**src/rtl/ldpc_ctrl_pkg.sv**
```systemverilog
// Shared types for the LDPC iteration controller.
// Assumes nothing beyond IEEE 1800-2017 enum support.
package ldpc_ctrl_pkg;

    // Phase the controller is currently waiting on.
    typedef enum logic [2:0] {
        PH_IDLE,
        PH_INIT,
        PH_CN,
        PH_BN,
        PH_TD,
        PH_PC
    } phase_e;

endpackage

```
**src/rtl/ldpc_snr_gate.sv**
```systemverilog
// Maps the half-dB SNR index to the first iteration that runs the
// tentative decision and the syndrome check.
// Assumes MAX_ITER fits in ITER_W bits and is at least 42.
module ldpc_snr_gate #(
    parameter int SNR_W    = 5,
    parameter int ITER_W   = 6,
    parameter int MAX_ITER = 50
) (
    input  logic [SNR_W-1:0]  snr_idx,
    output logic [ITER_W-1:0] first_check
);

    // Threshold lookup; lower SNR defers checking further.
    always_comb begin
        if (snr_idx < SNR_W'(2))        first_check = ITER_W'(MAX_ITER);
        else if (snr_idx == SNR_W'(2))  first_check = ITER_W'(42);
        else if (snr_idx == SNR_W'(3))  first_check = ITER_W'(10);
        else if (snr_idx == SNR_W'(4))  first_check = ITER_W'(6);
        else if (snr_idx <= SNR_W'(7))  first_check = ITER_W'(4);
        else if (snr_idx == SNR_W'(8))  first_check = ITER_W'(3);
        else if (snr_idx <= SNR_W'(12)) first_check = ITER_W'(2);
        else                            first_check = ITER_W'(1);
    end

endmodule

```
**src/rtl/ldpc_cap_clamp.sv**
```systemverilog
// Turns the requested iteration cap into the effective cap:
// zero becomes one, anything above MAX_ITER becomes MAX_ITER.
// Assumes MAX_ITER >= 1.
module ldpc_cap_clamp #(
    parameter int CAP_W    = 6,
    parameter int ITER_W   = 6,
    parameter int MAX_ITER = 50
) (
    input  logic [CAP_W-1:0]  cap_req,
    output logic [ITER_W-1:0] cap_eff
);

    // Clamp into the range 1..MAX_ITER.
    always_comb begin
        if (cap_req == '0)                  cap_eff = ITER_W'(1);
        else if (int'(cap_req) > MAX_ITER)  cap_eff = ITER_W'(MAX_ITER);
        else                                cap_eff = ITER_W'(cap_req);
    end

endmodule

```
**src/rtl/ldpc_phase_fsm.sv**
```systemverilog
// Phase sequencer: launches each datapath phase with a registered
// one-cycle enable, waits for its done pulse, counts iterations and
// decides between another iteration, success and giving up.
// Assumes done pulses arrive only for the phase currently launched.
module ldpc_phase_fsm
    import ldpc_ctrl_pkg::*;
#(
    parameter int ITER_W = 6
) (
    input  logic              clk,
    input  logic              rst_n,
    input  logic              frame_start,
    input  logic [ITER_W-1:0] first_check,
    input  logic [ITER_W-1:0] cap_eff,
    input  logic              init_done,
    input  logic              cn_done,
    input  logic              bn_done,
    input  logic              td_done,
    input  logic              pc_done,
    input  logic              syndrome_zero,
    output logic              init_en,
    output logic              cn_en,
    output logic              bn_en,
    output logic              td_en,
    output logic              pc_en,
    output logic              dec_done,
    output logic              dec_ok,
    output logic [ITER_W-1:0] iter_count,
    output logic              busy
);

    phase_e            state_q;
    logic [ITER_W-1:0] iter_q;
    logic [ITER_W-1:0] gate_q;
    logic [ITER_W-1:0] cap_q;
    logic              at_cap;
    logic              gate_open;

    // Current iteration has used up the cap.
    assign at_cap     = (iter_q >= cap_q);
    // Current iteration is late enough to run the decision stages.
    assign gate_open  = (iter_q >= gate_q);
    assign busy       = (state_q != PH_IDLE);
    assign iter_count = iter_q;

    // Phase state, iteration counter, latched settings and enables.
    always_ff @(posedge clk) begin
        if (!rst_n) begin
            state_q  <= PH_IDLE;
            iter_q   <= '0;
            gate_q   <= '0;
            cap_q    <= '0;
            dec_ok   <= 1'b0;
            dec_done <= 1'b0;
            init_en  <= 1'b0;
            cn_en    <= 1'b0;
            bn_en    <= 1'b0;
            td_en    <= 1'b0;
            pc_en    <= 1'b0;
        end else begin
            dec_done <= 1'b0;
            init_en  <= 1'b0;
            cn_en    <= 1'b0;
            bn_en    <= 1'b0;
            td_en    <= 1'b0;
            pc_en    <= 1'b0;
            unique case (state_q)
                PH_IDLE: if (frame_start) begin
                    state_q <= PH_INIT;
                    init_en <= 1'b1;
                    iter_q  <= ITER_W'(1);
                    gate_q  <= first_check;
                    cap_q   <= cap_eff;
                    dec_ok  <= 1'b0;
                end
                PH_INIT: if (init_done) begin
                    state_q <= PH_CN;
                    cn_en   <= 1'b1;
                end
                PH_CN: if (cn_done) begin
                    state_q <= PH_BN;
                    bn_en   <= 1'b1;
                end
                PH_BN: if (bn_done) begin
                    if (gate_open) begin
                        state_q <= PH_TD;
                        td_en   <= 1'b1;
                    end else if (at_cap) begin
                        state_q  <= PH_IDLE;
                        dec_done <= 1'b1;
                    end else begin
                        iter_q  <= iter_q + ITER_W'(1);
                        state_q <= PH_CN;
                        cn_en   <= 1'b1;
                    end
                end
                PH_TD: if (td_done) begin
                    state_q <= PH_PC;
                    pc_en   <= 1'b1;
                end
                PH_PC: if (pc_done) begin
                    if (syndrome_zero || at_cap) begin
                        state_q  <= PH_IDLE;
                        dec_done <= 1'b1;
                        dec_ok   <= syndrome_zero;
                    end else begin
                        iter_q  <= iter_q + ITER_W'(1);
                        state_q <= PH_CN;
                        cn_en   <= 1'b1;
                    end
                end
                default: state_q <= PH_IDLE;
            endcase
        end
    end

endmodule

```
**src/rtl/ldpc_iter_ctrl.sv**
```systemverilog
// Top of the adaptive LDPC iteration controller: SNR-driven gate for
// the decision stages, cap clamp and phase sequencer.
// Assumes the datapath answers every enable with one done pulse.
module ldpc_iter_ctrl #(
    parameter  int MAX_ITER = 50,
    parameter  int SNR_W    = 5,
    parameter  int CAP_W    = 6,
    localparam int ITER_W   = $clog2(MAX_ITER + 1)
) (
    input  logic              clk,
    input  logic              rst_n,
    input  logic              frame_start,
    input  logic [SNR_W-1:0]  snr_idx,
    input  logic [CAP_W-1:0]  cap_in,
    input  logic              init_done,
    input  logic              cn_done,
    input  logic              bn_done,
    input  logic              td_done,
    input  logic              pc_done,
    input  logic              syndrome_zero,
    output logic              init_en,
    output logic              cn_en,
    output logic              bn_en,
    output logic              td_en,
    output logic              pc_en,
    output logic              dec_done,
    output logic              dec_ok,
    output logic [ITER_W-1:0] iter_count
);

    logic [ITER_W-1:0] first_check;
    logic [ITER_W-1:0] cap_eff;
    logic              busy;

    ldpc_snr_gate #(.SNR_W(SNR_W), .ITER_W(ITER_W), .MAX_ITER(MAX_ITER)) u_gate (
        .snr_idx     (snr_idx),
        .first_check (first_check)
    );

    ldpc_cap_clamp #(.CAP_W(CAP_W), .ITER_W(ITER_W), .MAX_ITER(MAX_ITER)) u_clamp (
        .cap_req (cap_in),
        .cap_eff (cap_eff)
    );

    ldpc_phase_fsm #(.ITER_W(ITER_W)) u_fsm (
        .clk           (clk),
        .rst_n         (rst_n),
        .frame_start   (frame_start),
        .first_check   (first_check),
        .cap_eff       (cap_eff),
        .init_done     (init_done),
        .cn_done       (cn_done),
        .bn_done       (bn_done),
        .td_done       (td_done),
        .pc_done       (pc_done),
        .syndrome_zero (syndrome_zero),
        .init_en       (init_en),
        .cn_en         (cn_en),
        .bn_en         (bn_en),
        .td_en         (td_en),
        .pc_en         (pc_en),
        .dec_done      (dec_done),
        .dec_ok        (dec_ok),
        .iter_count    (iter_count),
        .busy          (busy)
    );

endmodule

```
**config.mk**
```make
export PLATFORM = sky130hd
export DESIGN_NAME = ldpc_iter_ctrl
export DESIGN_NICKNAME = d
export VERILOG_FILES = /design/src/rtl/ldpc_ctrl_pkg.sv /design/src/rtl/ldpc_snr_gate.sv /design/src/rtl/ldpc_cap_clamp.sv /design/src/rtl/ldpc_phase_fsm.sv /design/src/rtl/ldpc_iter_ctrl.sv
export SDC_FILE = /design/constraint.sdc
export NUM_CORES = 1
export LEC_CHECK = 0
export BUFFER_PORTS_ARGS = -buffer_cell sky130_fd_sc_hd__buf_4
export CORE_MARGIN = 10
export CORE_UTILIZATION = 45
export CTS_CLUSTER_SIZE = 30
export DETAILED_ROUTE_END_ITERATION = 12
export PLACE_DENSITY_LB_ADDON = 0.25
export REMOVE_ABC_BUFFERS = 1
export SLEW_MARGIN = 40
export SYNTH_ARGS = -nofsm -noshare
export SYNTH_HDL_FRONTEND = slang
export SYNTH_SLANG_ARGS = --single-unit
```
**constraint.sdc**
```tcl
create_clock -name clk -period 2.3 [get_ports clk]
set_input_delay 0.23 -clock clk [delete_from_list [all_inputs] [get_ports clk]]
set_output_delay 0.23 -clock clk [all_outputs]
set_load 0.01 [all_outputs]
```
==> run_results.csv <==
group,metric,value,unit
setup_path,r2r-end,"u_fsm.iter_count[3]",
sta,fmax,464,MHz
setup_path,crit_fanout,5,
sta,min_period,2160,ps
setup_path,crit_chain,"inv_1 > ha_1 > a21o_1 > a31oi_1 > o21ai_1 > o22a_1 > or4_1 > a21oi_1",
cts,clock-sinks,28,
cts,cts_buffer_depth,2,
sta,tightest_slew,503,ps
cts,cts_tree,"yes",
sta,rsz0062_at_grt,"no",
pwr,ir_drop,0.000397,V
drt,met1Wirelength,1910,um
drt,met2_length,1820,um
min_path,hold_start,"cn_done",
synthesis,synth_edf_count,0,
flow_run,cap_violations,0,
placed_design,place_hpwl,3110,um
drt,drt_first_pass_iters,4,
setup_path,end_kind,"flop",
setup_path,path_depth,8,
grt,gr-total-overflow,0,
min_path,hold_depth,2,
floorplanning,core,3660,um2
placed_design,port_buffers,32,
synthesis,synth_seq_cells,28,
pwr,powerDensity,779,nW/um2
synthesis,synth_top_area_share,0.328,
synthesis,ys.flop_type,"dfxtp_1",
min_path,holdPathEnd,"u_fsm.bn_en",
drt,ant_nets,0,
cts,cts_root_buf,"clkbuf_8",
cts,path_clk_slew,100,ps
drt,drt_wl_total,4010,um
synthesis,postSynthAreaPerCell,8.26,um2
synthesis,ys_async_sr_fraction,0,
cells_and_area,final_core_util,0.567,
setup_path,startpoint_type,"flop",
sta,relSlewSlack,0.664,
setup_path,reg2reg_from,"u_fsm.gate_q[2]",
cells_and_area,final_nets,276,
drt,route.detailed.drc,0,
synthesis,synth_top_cell_by_area,"dfxtp_1",
drt,post_drt_wl_per_cell,13.8,um
floorplanning,dieArea,6660,um2
cts,cts-resized-gates,0,
cts,numCtsBuffers,3,
floorplanning,rows,22,
cells_and_area,fill_cells,351,
sta,setup_viol,0,
synthesis,netlist_top_cells_area,"dfxtp_1, ha_1, nand2_1",
cts,hold_buffers,0,
setup_path,cp_data_required_time,2510,ps
setup_path,crit_path_top_delay_cell,"or4_1",
grt,grt_pass1_vias,1479,
drt,drt_iter0_drc,205,
sta,hold_viol_final,0,
grt,grt_start_max_net_pins,28,
grt,grtUsageTotal,0.124,
cts,post-cts-setup-buffer-count,0,
floorplanning,die_y,81.6,um
floorplanning,ios,33,
setup_path,critical-path-top-delay-family,"compound AO/OA/AOI/OAI gates",
synthesis,seq_area_frac_synth,0.328,
cells_and_area,area_delta_synth_final,21.5,%
synthesis,syn_inst,207,
setup_path,slowest_delay,480,ps
synthesis,ys_warn_count,0,
setup_path,r2r_cells,8,
setup_path,path_class,"reg2reg",
cts,htreeDepth,1,
sta,skew,3.03,ps
outcome,status,"finished clean",
setup_path,cp_num_buf_inv,1,
cts,clk_latency,270,ps
drt,dr_wl_met3,225,um
sta,report.final.slew_viol_count,0,
drt,top_layer_used,"met4",
placed_design,finalWeightedCongestion,0.878,
cells_and_area,drive_gt1_frac,0.240,
grt,grt_pass1_wl,6760,um
pwr,p_leak,0.892,nW
grt,antenna_found_initial,0,
min_path,hold_class,"in2reg",
setup_path,reg2reg_slack,140,ps
drt,vias,1583,
floorplanning,initial_utilization,0.467,
floorplanning,die-width,81.6,um
synthesis,netlist_area,1710,um2
synthesis,ys_types,50,
drt,viasPerCell,5.46,
cells_and_area,antenna_cells,0,
sta,period_share,0.938,
setup_path,crit_arrival,2360,ps
sta,finalSetupTns,0,ps
## layer usage
layer	track usage	vias up
met1	0.160	723
met2	0.196	42
li1	-	814
met4	0.0391	0
met3	0.0317	4
met5	0	-
## layout by cell type, fill, tap and decap left out, types with 4 or more instances in the layout
master and n:
nor2_1 14, a21boi_0 7, nand3_1 12, and3_1 4, buf_4 40, mux2i_1 4, clkbuf_8 4, ha_1 13
nor3_1 5, dfxtp_1 27, o21ai_0 8, nor2b_1 4, o21a_1 4, inv_1 14, a21oi_1 8, nand2_1 22
## worst register-to-register path, stage by stage (launching register included)
cell,delay [ps]
dfxtp_1,340
inv_1,40
ha_1,280
a21o_1,180
a31oi_1,150
o21ai_1,170
o22a_1,300
or4_1,480
a21oi_1,150
## synth_stat cells, drive strengths merged, types with 5 or more instances
cell,instances
a21boi,7
a21oi,8
buf,5
dfxtp,28
ha,13
inv,15
nand2,22
nand3,12
nor2,15
nor3,5
o21ai,10
## power by group
part / total [mW] / internal [mW] / switching [mW]
combinational: 0.692 / 0.303 / 0.388
sequential: 0.616 / 0.552 / 0.0642
clock: 0.311 / 0.153 / 0.158
## worst max-delay path by stage
stage / end / from
floorplan: u_fsm.iter_count[3] / u_fsm.iter_count[0]
global placement: u_fsm.iter_count[3] / u_fsm.iter_count[3]
detailed placement: u_fsm.iter_count[3] / u_fsm.iter_count[3]
CTS: u_fsm.iter_count[3] / u_fsm.iter_count[3]
global route: u_fsm.iter_count[3] / u_fsm.iter_count[0]
finish: u_fsm.iter_count[3] / u_fsm.gate_q[2]
## sequential cells by signal, summed over array words and instances (netlist names)
register / flops
u_fsm.dec_done: 1
u_fsm.cn_en: 1
u_fsm.pc_en: 1
u_fsm.td_en: 1
u_fsm.dec_ok: 1
u_fsm.cap_q: 6
u_fsm.init_en: 1
u_fsm.gate_q: 6
u_fsm.iter_count: 6
u_fsm.state_q: 3
u_fsm.bn_en: 1
## metrics by stage
step / hold WS (ps) / instance area (um2) / power, mW / std cells / setup slack [ps]
finish: 189 / 2080 / 1.62 / 290 / 143
global route: 197 / 2080 / 1.74 / 290 / 28.0
CTS: 189 / 2080 / 1.62 / 290 / 159
detailed placement: 457 / 2020 / 1.31 / 286 / 189
global placement: 453 / 2020 / 1.31 / 286 / 214
floorplan: 348 / 1660 / 1.08 / 198 / 191
## logic make-up after synthesis
group,after synthesis,synth area share
DFF,28,0.328
muxes,4,0.0234
buffers and inverters,24,0.0644
and+or+nand+nor,82,0.256
adders and majority gates,13,0.0952
AOI/OAI and AO/OA,56,0.233
## final cells by class
cell class / instances / area (um2) / share of cell area
Clock buffer: 4 / 55.1 / 0.0265
Inverter: 15 / 61.3 / 0.0295
Multi-Input combinational cell: 155 / 1040 / 0.500
Sequential cell: 28 / 562 / 0.270
Tap cell: 48 / 60.1 / 0.0289
Timing Repair Buffer: 40 / 300 / 0.145
(Power assumes the default switching activity.)
